**src/rtl/ntg_pkg.sv**
```systemverilog
package ntg_pkg;
  localparam int NCH = 4;
  localparam int LVW = 4;

  // next channel signal at an underflow; sel = control bits 7..5
  function automatic logic chan_next(input logic [2:0] sel, input logic cur,
                                     input logic p5, input logic p4, input logic pl);
    if (!sel[2] && !p5) return cur;
    if (sel[0]) return ~cur;
    if (sel[1]) return p4;
    return pl;
  endfunction
endpackage

```
**src/rtl/ntg_prescale.sv**
```systemverilog
module ntg_prescale #(
  parameter int DIV_A = 28,
  parameter int DIV_B = 114
) (
  input  logic clk,
  input  logic rst,
  output logic tick_a,
  output logic tick_b
);
  logic [1:0] tk;
  genvar g;
  generate
    for (g = 0; g < 2; g++) begin : g_pre
      localparam int D  = (g == 0) ? DIV_A : DIV_B;
      localparam int CW = $clog2(D);
      logic [CW-1:0] cnt;
      assign tk[g] = (cnt == CW'(D - 1));
      always_ff @(posedge clk) begin
        if (rst || tk[g]) cnt <= '0;
        else              cnt <= cnt + 1'b1;
      end
    end
  endgenerate
  assign tick_a = tk[0];
  assign tick_b = tk[1];
endmodule

```
**src/rtl/ntg_poly.sv**
```systemverilog
module ntg_poly #(
  parameter int LONG = 17,
  parameter int SHORT = 9
) (
  input  logic       clk,
  input  logic       rst,
  input  logic       short_mode,
  output logic       p5,
  output logic       p4,
  output logic       pl,
  output logic [7:0] rand_byte
);
  logic [LONG-1:0]  ql;
  logic [4:0]       q5;
  logic [3:0]       q4;
  logic             fb_long, fb_short;

  assign fb_long  = (ql[LONG-1] ^ ql[13]) | (ql == '0);
  assign fb_short = (ql[SHORT-1] ^ ql[4]) | (ql[SHORT-1:0] == '0);

  always_ff @(posedge clk) begin
    if (rst) begin
      ql <= '1;
      q5 <= '1;
      q4 <= '1;
    end else begin
      q5 <= {q5[3:0], q5[4] ^ q5[2]};
      q4 <= {q4[2:0], q4[3] ^ q4[2]};
      if (short_mode) ql[SHORT-1:0] <= {ql[SHORT-2:0], fb_short};
      else            ql <= {ql[LONG-2:0], fb_long};
    end
  end

  assign p5 = q5[4];
  assign p4 = q4[3];
  assign pl = short_mode ? ql[SHORT-1] : ql[LONG-1];
  assign rand_byte = short_mode ? ql[SHORT-1:SHORT-8] : ql[LONG-1:LONG-8];

  // no noise register ever holds all zeros
  poly_live_chk: assert property (@(posedge clk) disable iff (rst)
    (q5 != '0) && (q4 != '0) && (short_mode ? (ql[SHORT-1:0] != '0) : (ql != '0)));
endmodule

```
**src/rtl/ntg_pair_div.sv**
```systemverilog
module ntg_pair_div #(
  parameter int W = 8
) (
  input  logic         clk,
  input  logic         rst,
  input  logic         restart,
  input  logic         paired,
  input  logic         tick_lo,
  input  logic         tick_hi,
  input  logic [W-1:0] f_lo,
  input  logic [W-1:0] f_hi,
  output logic         uf_lo,
  output logic         uf_hi
);
  logic [W-1:0] lo, hi, lo_reload;
  logic         hi_tick;

  assign uf_lo     = tick_lo && (lo == '0);
  assign hi_tick   = paired ? uf_lo : tick_hi;
  assign uf_hi     = hi_tick && (hi == '0);
  assign lo_reload = (paired && (hi != '0)) ? {W{1'b1}} : f_lo;

  always_ff @(posedge clk) begin
    if (rst) begin
      lo <= '0;
      hi <= '0;
    end else if (restart) begin
      lo <= f_lo;
      hi <= f_hi;
    end else begin
      if (uf_lo)        lo <= lo_reload;
      else if (tick_lo) lo <= lo - 1'b1;
      if (uf_hi)        hi <= f_hi;
      else if (hi_tick) hi <= hi - 1'b1;
    end
  end

  // an unchained underflow reloads the register value
  reload_chk: assert property (@(posedge clk) disable iff (rst)
    (uf_lo && !restart && !paired) |=> (lo == $past(f_lo)));
  // the high byte only moves on a low-byte underflow while chained
  chain_hold_chk: assert property (@(posedge clk) disable iff (rst)
    (paired && !uf_lo && !restart) |=> (hi == $past(hi)));
endmodule

```
**src/rtl/noise_tone_gen.sv**
```systemverilog
module noise_tone_gen
  import ntg_pkg::*;
#(
  parameter int FW     = 8,
  parameter int DIV_64 = 28,
  parameter int DIV_15 = 114
) (
  input  logic              clk,
  input  logic              rst,
  input  logic              wr_en,
  input  logic [3:0]        wr_addr,
  input  logic [7:0]        wr_data,
  input  logic              restart,
  output logic [NCH*LVW-1:0] level_o,
  output logic [2:0]        timer_o,
  output logic [7:0]        rand_o
);
  logic [FW-1:0] freq [NCH];
  logic [7:0]    ctrl [NCH];
  logic [7:0]    mode;
  logic [NCH-1:0] tick, uf, sq, outs, mute;
  logic [1:0]     hp;
  logic t64, t15, base, p5, p4, pl;

  always_ff @(posedge clk) begin
    if (rst) begin
      mode <= '0;
      for (int c = 0; c < NCH; c++) begin
        freq[c] <= '0;
        ctrl[c] <= '0;
      end
    end else if (wr_en) begin
      if (wr_addr == 4'd8) mode <= wr_data;
      else if (!wr_addr[3]) begin
        if (wr_addr[0]) ctrl[wr_addr[2:1]] <= wr_data;
        else            freq[wr_addr[2:1]] <= wr_data[FW-1:0];
      end
    end
  end

  ntg_prescale #(.DIV_A(DIV_64), .DIV_B(DIV_15)) u_pre (
    .clk(clk), .rst(rst), .tick_a(t64), .tick_b(t15));

  ntg_poly u_poly (
    .clk(clk), .rst(rst), .short_mode(mode[7]),
    .p5(p5), .p4(p4), .pl(pl), .rand_byte(rand_o));

  assign base    = mode[0] ? t15 : t64;
  assign tick[0] = mode[6] | base;
  assign tick[1] = base;
  assign tick[2] = mode[5] | base;
  assign tick[3] = base;
  assign mute[0] = mode[4];
  assign mute[1] = 1'b0;
  assign mute[2] = mode[3];
  assign mute[3] = 1'b0;

  genvar p, c, j;
  generate
    for (p = 0; p < 2; p++) begin : g_pair
      ntg_pair_div #(.W(FW)) u_div (
        .clk(clk), .rst(rst), .restart(restart),
        .paired(mode[4 - p]),
        .tick_lo(tick[2*p]), .tick_hi(tick[2*p+1]),
        .f_lo(freq[2*p]), .f_hi(freq[2*p+1]),
        .uf_lo(uf[2*p]), .uf_hi(uf[2*p+1]));
    end

    for (j = 0; j < 2; j++) begin : g_hp
      always_ff @(posedge clk) begin
        if (rst)             hp[j] <= 1'b0;
        else if (uf[j + 2])  hp[j] <= sq[j];
      end
      assign outs[j] = mode[2 - j] ? (sq[j] ^ hp[j]) : sq[j];
    end
    assign outs[3:2] = sq[3:2];

    for (c = 0; c < NCH; c++) begin : g_ch
      logic [LVW-1:0] lvl;
      always_ff @(posedge clk) begin
        if (rst)          sq[c] <= 1'b0;
        else if (restart) sq[c] <= (c < 2);
        else if (uf[c])   sq[c] <= chan_next(ctrl[c][7:5], sq[c], p5, p4, pl);
      end
      always_ff @(posedge clk) begin
        if (rst)                lvl <= '0;
        else if (ctrl[c][4])    lvl <= ctrl[c][3:0];
        else if (mute[c])       lvl <= '0;
        else                    lvl <= outs[c] ? ctrl[c][3:0] : '0;
      end
      assign level_o[c*LVW +: LVW] = lvl;

      // volume-only override
      vol_only_chk: assert property (@(posedge clk) disable iff (rst)
        ctrl[c][4] |=> (lvl == $past(ctrl[c][3:0])));
    end
  endgenerate

  always_ff @(posedge clk) begin
    if (rst) timer_o <= '0;
    else     timer_o <= {uf[3], uf[1], uf[0]};
  end

  // restart presets the channel signals
  restart_chk: assert property (@(posedge clk) disable iff (rst)
    restart |=> (sq == 4'b0011));
  // a chained odd channel is silent unless volume-only
  mute_chk: assert property (@(posedge clk) disable iff (rst)
    (mode[4] && !ctrl[0][4]) |=> (level_o[3:0] == '0));
endmodule

```
**config.mk**
```make
export PLATFORM = sky130hd
export DESIGN_NAME = noise_tone_gen
export DESIGN_NICKNAME = d
export VERILOG_FILES = /design/src/rtl/ntg_pkg.sv /design/src/rtl/ntg_prescale.sv /design/src/rtl/ntg_poly.sv /design/src/rtl/ntg_pair_div.sv /design/src/rtl/noise_tone_gen.sv
export SDC_FILE = /design/constraint.sdc
export NUM_CORES = 1
export LEC_CHECK = 0
export BUFFER_PORTS_ARGS = -buffer_cell sky130_fd_sc_hd__buf_2
export CAP_MARGIN = 5
export CORE_ASPECT_RATIO = 1.2
export CORE_MARGIN = 2
export CORE_UTILIZATION = 40
export DETAILED_ROUTE_END_ITERATION = 8
export SKIP_CTS_REPAIR_TIMING = 1
export SLEW_MARGIN = 20
export SYNTH_ARGS = -nofsm -noshare
export SYNTH_HDL_FRONTEND = slang
export SYNTH_SLANG_ARGS = --single-unit
```
**constraint.sdc**
```tcl
create_clock -name clk -period 2.5 [get_ports clk]
set_clock_uncertainty 0.15 [all_clocks]
set_input_delay 0.125 -clock clk [delete_from_list [all_inputs] [get_ports clk]]
set_output_delay 0.125 -clock clk [all_outputs]
set_load 0.03 [all_outputs]
```
# After elaboration in Yosys (flattened, before gate mapping)
# Memories as Yosys holds them, arrays and structs flattened.
# Cells that the tools add are included.
# word_totals
regBits,103
ramBits,64
word_cells,222
n_memories,2
# mem_list
name,depth,width,read_ports,rd_clocked_by_memory_dff,wr,line_no,rtl
ctrl,4,8,4,0,4,noise_tone_gen.sv:19,logic [7:0] ctrl [NCH];
freq,4,8,4,0,4,noise_tone_gen.sv:18,logic [FW-1:0] freq [NCH];
# classes
addsub,6
eq_ne,3
n_mux,140
bitwise,14
reduce_logical,35
# op_table
operator,n
2-to-1 mux 8 bit,17
2-to-1 mux 1 bit,111
2-to-1 mux 4 bit,10
logical NOT 8 bit,4
subtractor 8 x 1 -> 8 bit (second input constant),4
logical NOT 17 bit,1
nonzero test 8 bit,2
OR reduction 8 bit,2
nonzero test 3 bit,4
logical AND 1 bit,10
logical NOT 9 bit,1
adder 7 x 1 -> 7 bit (second input constant),1
equality test 7 bit (second input constant),1
bitwise XOR 1 bit,6
adder 5 x 1 -> 5 bit (second input constant),1
equality test 5 bit (second input constant),1
logical NOT 1 bit,5
equality test 4 bit (second input constant),1
2-to-1 mux 2 bit,2
NOT 1 bit,4
bitwise OR 1 bit,4
nonzero test 2 bit,2
logical OR 1 bit,2
AND reduction 2 bit,1
OR reduction 2 bit,1

# Depth between registers and ports, before layout
# depth
word_depth,23
ltp_mapped,8
ltp_nobuf,7

# Hierarchy
# A second synthesis with hierarchy kept.
# hier_totals
cells_unflattened,706
area_unflattened_um2,7397.1
# by_module_without_submodules
module,n_inst,cells_per_inst,area_per_inst_um2,seq_area_each_um2
noise_tone_gen,1,288,3787.4,2582.5
ntg_pair_div,2,135,1081.0,320.3
ntg_poly,1,97,953.4,520.5
ntg_prescale,1,51,494.2,240.2

# Worst setup path before layout
# No wires, ideal clock.
# synth_path
kind,register to register
start,register g_pair[1].u_div.lo[0]
end,register g_pair[1].u_div.hi[1]
t_arrival_ps,2072
setup_slack_ps,159
stages_incl_launch_ff,8
synth_period_minus_slack_ps,2341
cell_sequence,dfxtp_1 inv_1 ha_1 nor4b_1 nand3_1 o22ai_1 mux2_2 o221a_2
# synth_via
elab_chain_len,6
word_cells_on_any_way,7
classes_between,3 x mux; 4 x reduce/logical
# synth_rtl
item,line_no,rtl
"start, declared",ntg_pair_div.sv:15,"logic [W-1:0] lo, hi, lo_reload;"
"start signal, assigned",ntg_pair_div.sv:28,lo <= f_lo;
"start signal, assigned",ntg_pair_div.sv:31,if (uf_lo) lo <= lo_reload;
"start signal, assigned",ntg_pair_div.sv:32,else if (tick_lo) lo <= lo - 1'b1;
logical NOT 8 bit *,ntg_pair_div.sv:18,assign uf_lo = tick_lo && (lo == '0);
logical AND 1 bit *,ntg_pair_div.sv:18,
2-to-1 mux 1 bit *,ntg_pair_div.sv:19,assign hi_tick = paired ? uf_lo : tick_hi;
logical AND 1 bit,ntg_pair_div.sv:20,assign uf_hi = hi_tick && (hi == '0);
2-to-1 mux 8 bit,ntg_pair_div.sv:33,if (uf_hi) hi <= f_hi;
2-to-1 mux 8 bit,ntg_pair_div.sv:27,end else if (restart) begin
"end signal, assigned",ntg_pair_div.sv:29,hi <= f_hi;
"end signal, assigned",ntg_pair_div.sv:33,
"end signal, assigned",ntg_pair_div.sv:34,else if (hi_tick) hi <= hi - 1'b1;
"end, declared",ntg_pair_div.sv:15,
# Mark *: on every way between the ends. The rest lies on a longest branch, timed or not.
# A chain may end at the register's enable or synchronous reset.

# Final worst setup path
# layout_path
start,register u_pre.g_pre[1].cnt[1]
end,register g_pair[1].u_div.hi[5]
# layout_via
elab_chain_len,8
word_cells_on_any_way,9
classes_between,1 x eq/ne; 4 x mux; 1 x bitwise; 3 x reduce/logical
# layout_rtl
item,line_no,rtl
"start, declared",ntg_prescale.sv:16,logic [CW-1:0] cnt;
"start signal, assigned",ntg_prescale.sv:20,else cnt <= cnt + 1'b1;
equality test 7 bit *,ntg_prescale.sv:17,assign tk[g] = (cnt == CW'(D - 1));
2-to-1 mux 1 bit *,noise_tone_gen.sv:48,assign base = mode[0] ? t15 : t64;
bitwise OR 1 bit,noise_tone_gen.sv:51,assign tick[2] = mode[5] | base;
logical AND 1 bit,ntg_pair_div.sv:18,
2-to-1 mux 1 bit *,ntg_pair_div.sv:19,
logical AND 1 bit,ntg_pair_div.sv:20,
2-to-1 mux 8 bit,ntg_pair_div.sv:33,
2-to-1 mux 8 bit,ntg_pair_div.sv:27,
# Marked as above.

==> summary.txt <==
Floorplan
  • Die Ht: 154 um
  • Starting Density: 0.410
  • Core Region: about 18000 um^2
  • Chip width: 129 um
  • I/O pin count: 43
  • Cell row count: 54
  • Die area: 19900 um^2

Hold path
  • Worst hold path class: input pin to register

Synthesis
  • EDFF count, synth: 64
  • Yosys cell types: between 80 and 90
  • Post-Synthesis Cells: 750
  • Mapped Area: 7510 um^2
  • Yosys warning count: 0
  • Share of the synthesized area in the top cell type: 0.274
  • Leading post-synthesis cells by cell area: dfxtp_1, edfxtp_1, and2_1, nor2_1, nand2_1
  • Sequential share of the synthesized area: 0.530
  • Synth cell count leaders: dfxtp_1, and2_1, nor2_1
  • Top-count cell post-synth: dfxtp_1
  • FF+latch count, synth: roughly 170
  • Syn_area_per_cell: between 10 and 15 um^2
  • Post-synth net total: 773
  • Cell taking the most area after synthesis: dfxtp_1
  • Fraction of registers with async set/reset: 0
  • Main synth FF type: dfxtp_1

Route
  • DRC errors left: 0
  • DRT Wirelength: 18.7 mm
  • DR vias: 5887
  • Via-per-instance ratio: 5.50
  • Final ANT Viol Nets: 0
  • Iter 0 DRT Violations: 274
  • DRT Pass-1 Iters: 5
  • Avg WL per Cell: 17.5 um

Timing
  • Setup_tns: 0 ns
  • Hold WS: -0.0150 ns
  • Final Hold Vio Count: 5
  • Count of pins over their slew limit: 0
  • Max Clk Rate: 427 MHz
  • RSZ-0062 raised after global routing: false
  • Worst-Margin Slew: between 0.8 and 0.9 ns
  • Setup Viol. Count Final: 0
  • Max-slew headroom: 0.431
  • Tmin final: 2.34 ns
  • Final WS setup: roughly 0.16 ns
  • Tcrit/Tclk final: 0.937

Setup path
  • Critical path's largest stage delay: 0.47 ns
  • Critical-path cell list: inv_1 -> ha_1 -> and4bb_2 -> a221o_1 -> a32oi_1 -> mux2i_1 -> a21bo_2
  • WP data required: between 2 and 3 ns
  • WS Path Type: register to register
  • Worst setup SP type: register
  • Critical path data arrival time: 2.51 ns
  • Peak fanout along the critical path: 8
  • CP max stage cell: a221o_1
  • CP endpoint kind: register

Power
  • P_leak: 3.32 nW
  • PD cells: 726 nW/um^2
  • Total power: ~6.3 mW
  • VDD IR max: approximately 0.00045 V

Layout
  • Fin nets: 829
  • Area Growth Syn to Fin: 16.4%
  • Ant diodes: 0
  • Share of layout cells above drive strength 1: 0.172
  • Final Non-Filler Cells: 1071

CTS
  • Clock-pin slew of the registers on the worst-case setup and hold paths: 0.07 ns
  • Clk sink count: 167
  • CTS Buf Count: 17
  • CTS tree: built
  • Clk_lat worst skew: 0.43 ns
  • Max H-tree Level: 4
  • Longest Clk Path Bufs: 2
  • Clock root buffer: clkbuf_16

GRT
  • Grt total ovfl: 0
  • Largest net degree at the start of global routing: 46
  • First-pass GRT wire length: 30.3 mm
  • Total track usage: 0.194
  • Number of global-route vias before repair: 5855
  • Initial antenna violation count: 0

Status
  • Status: finished with violations
  • Failing checks: negative hold slack

Place
  • Inst Count DP: 1038
  • HPWL after DPL: 13.2 mm
  • Pre-CTS setup slack: 0.0328 ns
  • Routability cong.: 0.866
  • I/O Buffers: 42

Flow run
  • Max-cap viol count: 0
[final cells by class]
cell class | count | area, um^2
multi-input combinational | 525 | 3310
inverter | 24 | 90.1
fill | 1673 | 9570
clock inverter | 14 | 174
tap | 252 | 315
clock buffer | 18 | 429
sequential | 167 | 3980
timing repair buffer | 71 | 443
[sequential cells by signal, indices dropped and copies added (netlist names)]
name,flops
ctrl,32
freq,32
g_ch.lvl,16
g_pair.u_div.hi,16
g_pair.u_div.lo,16
hp,2
mode,8
outs,2
sq,2
timer_o,3
u_poly.q4,4
u_poly.q5,5
u_poly.ql,17
u_pre.g_pre.cnt,12
[path summary, 6_finish.rpt]
kind,end,depth (start not counted),start,slack (ns)
hold reg to reg,u_poly.q4[2]$_SDFF_PP1_,1,u_poly.q4[1]$_SDFF_PP1_,0.26
setup reg to reg,g_pair[1].u_div.hi[5]$_SDFFE_PP0P_,7,u_pre.g_pre[1].cnt[1]$_SDFF_PP0_,0.16
setup / recovery,g_pair[1].u_div.hi[5]$_SDFFE_PP0P_,7,u_pre.g_pre[1].cnt[1]$_SDFF_PP0_,0.16
hold / removal,mode[4]$_SDFFE_PP0P_,3,wr_data[4],-0.02
[layout by cell type, fill, tap and decap left out, types with 4 or more instances in the layout]
cell and n:
o21ai_0 26, o21a_1 5, nand3_1 15, xor2_1 7
and3_1 15, mux2i_1 15, a211oi_1 7, a21oi_1 33
o22ai_1 7, nor2_1 65, or3_1 9, edfxtp_1 64
nand2b_1 10, nand2_1 58, inv_8 4, nor3_1 21
nor4_1 6, inv_6 7, dfxtp_1 103, ha_1 6
buf_2 42, xnor2_1 6, or2_2 18, a221oi_1 4
and2_1 74, a32oi_1 4, inv_1 23, o211ai_1 5
a31oi_1 14, clkbuf_16 17, mux2_2 4, buf_4 27
o21ai_1 4, or4_1 7, o31ai_1 6
[critical path, delay by kind of cell, from the launching register on]
kind	cells	cell delay, ns
AO/OA/AOI/OAI	3	1.01
adder cells (fa/ha/maj)	1	0.18
buffers and inverters	1	0.06
AND/OR/NAND/NOR	1	0.27
flip-flops	1	0.37
multiplexers	1	0.21
[metal layers]
metal	track usage	share of wire	vias up
li1	-	-	2851
met1	0.247	0.44	2844
met2	0.323	0.50	158
met3	0.0362	0.036	34
met4	0.0787	0.025	0
met5	0	0	-
[where the power goes]
group	switching (mW)	total [mW]	internal [mW]	leakage, nW
combinational	0.373	0.592	0.219	1.57
sequential	0.0957	3.06	2.96	1.46
clock	1.18	2.70	1.52	0.295
total	1.65	6.35	4.70	3.32
[metrics by stage]
step	area, um^2	utilization
floorplan	7510	-
global placement	8100	0.442
detailed placement	8110	0.443
CTS	8710	0.476
global route	8740	0.478
finish	8740	0.478
[cells by family after synthesis]
| kind of cell | count (synthesis) | synth area share |
|---|---|---|
| DFF | 167 | 0.530 |
| muxes | 19 | 0.0260 |
| and+or+nand+nor | 323 | 0.231 |
| adders and majority gates | 7 | 0.0117 |
| xor gates and xnor gates | 13 | 0.0152 |
| buffers and inverters | 58 | 0.0335 |
| AOI/OAI and AO/OA | 163 | 0.152 |
No activity file was read; power rests on OpenSTA's default activity.
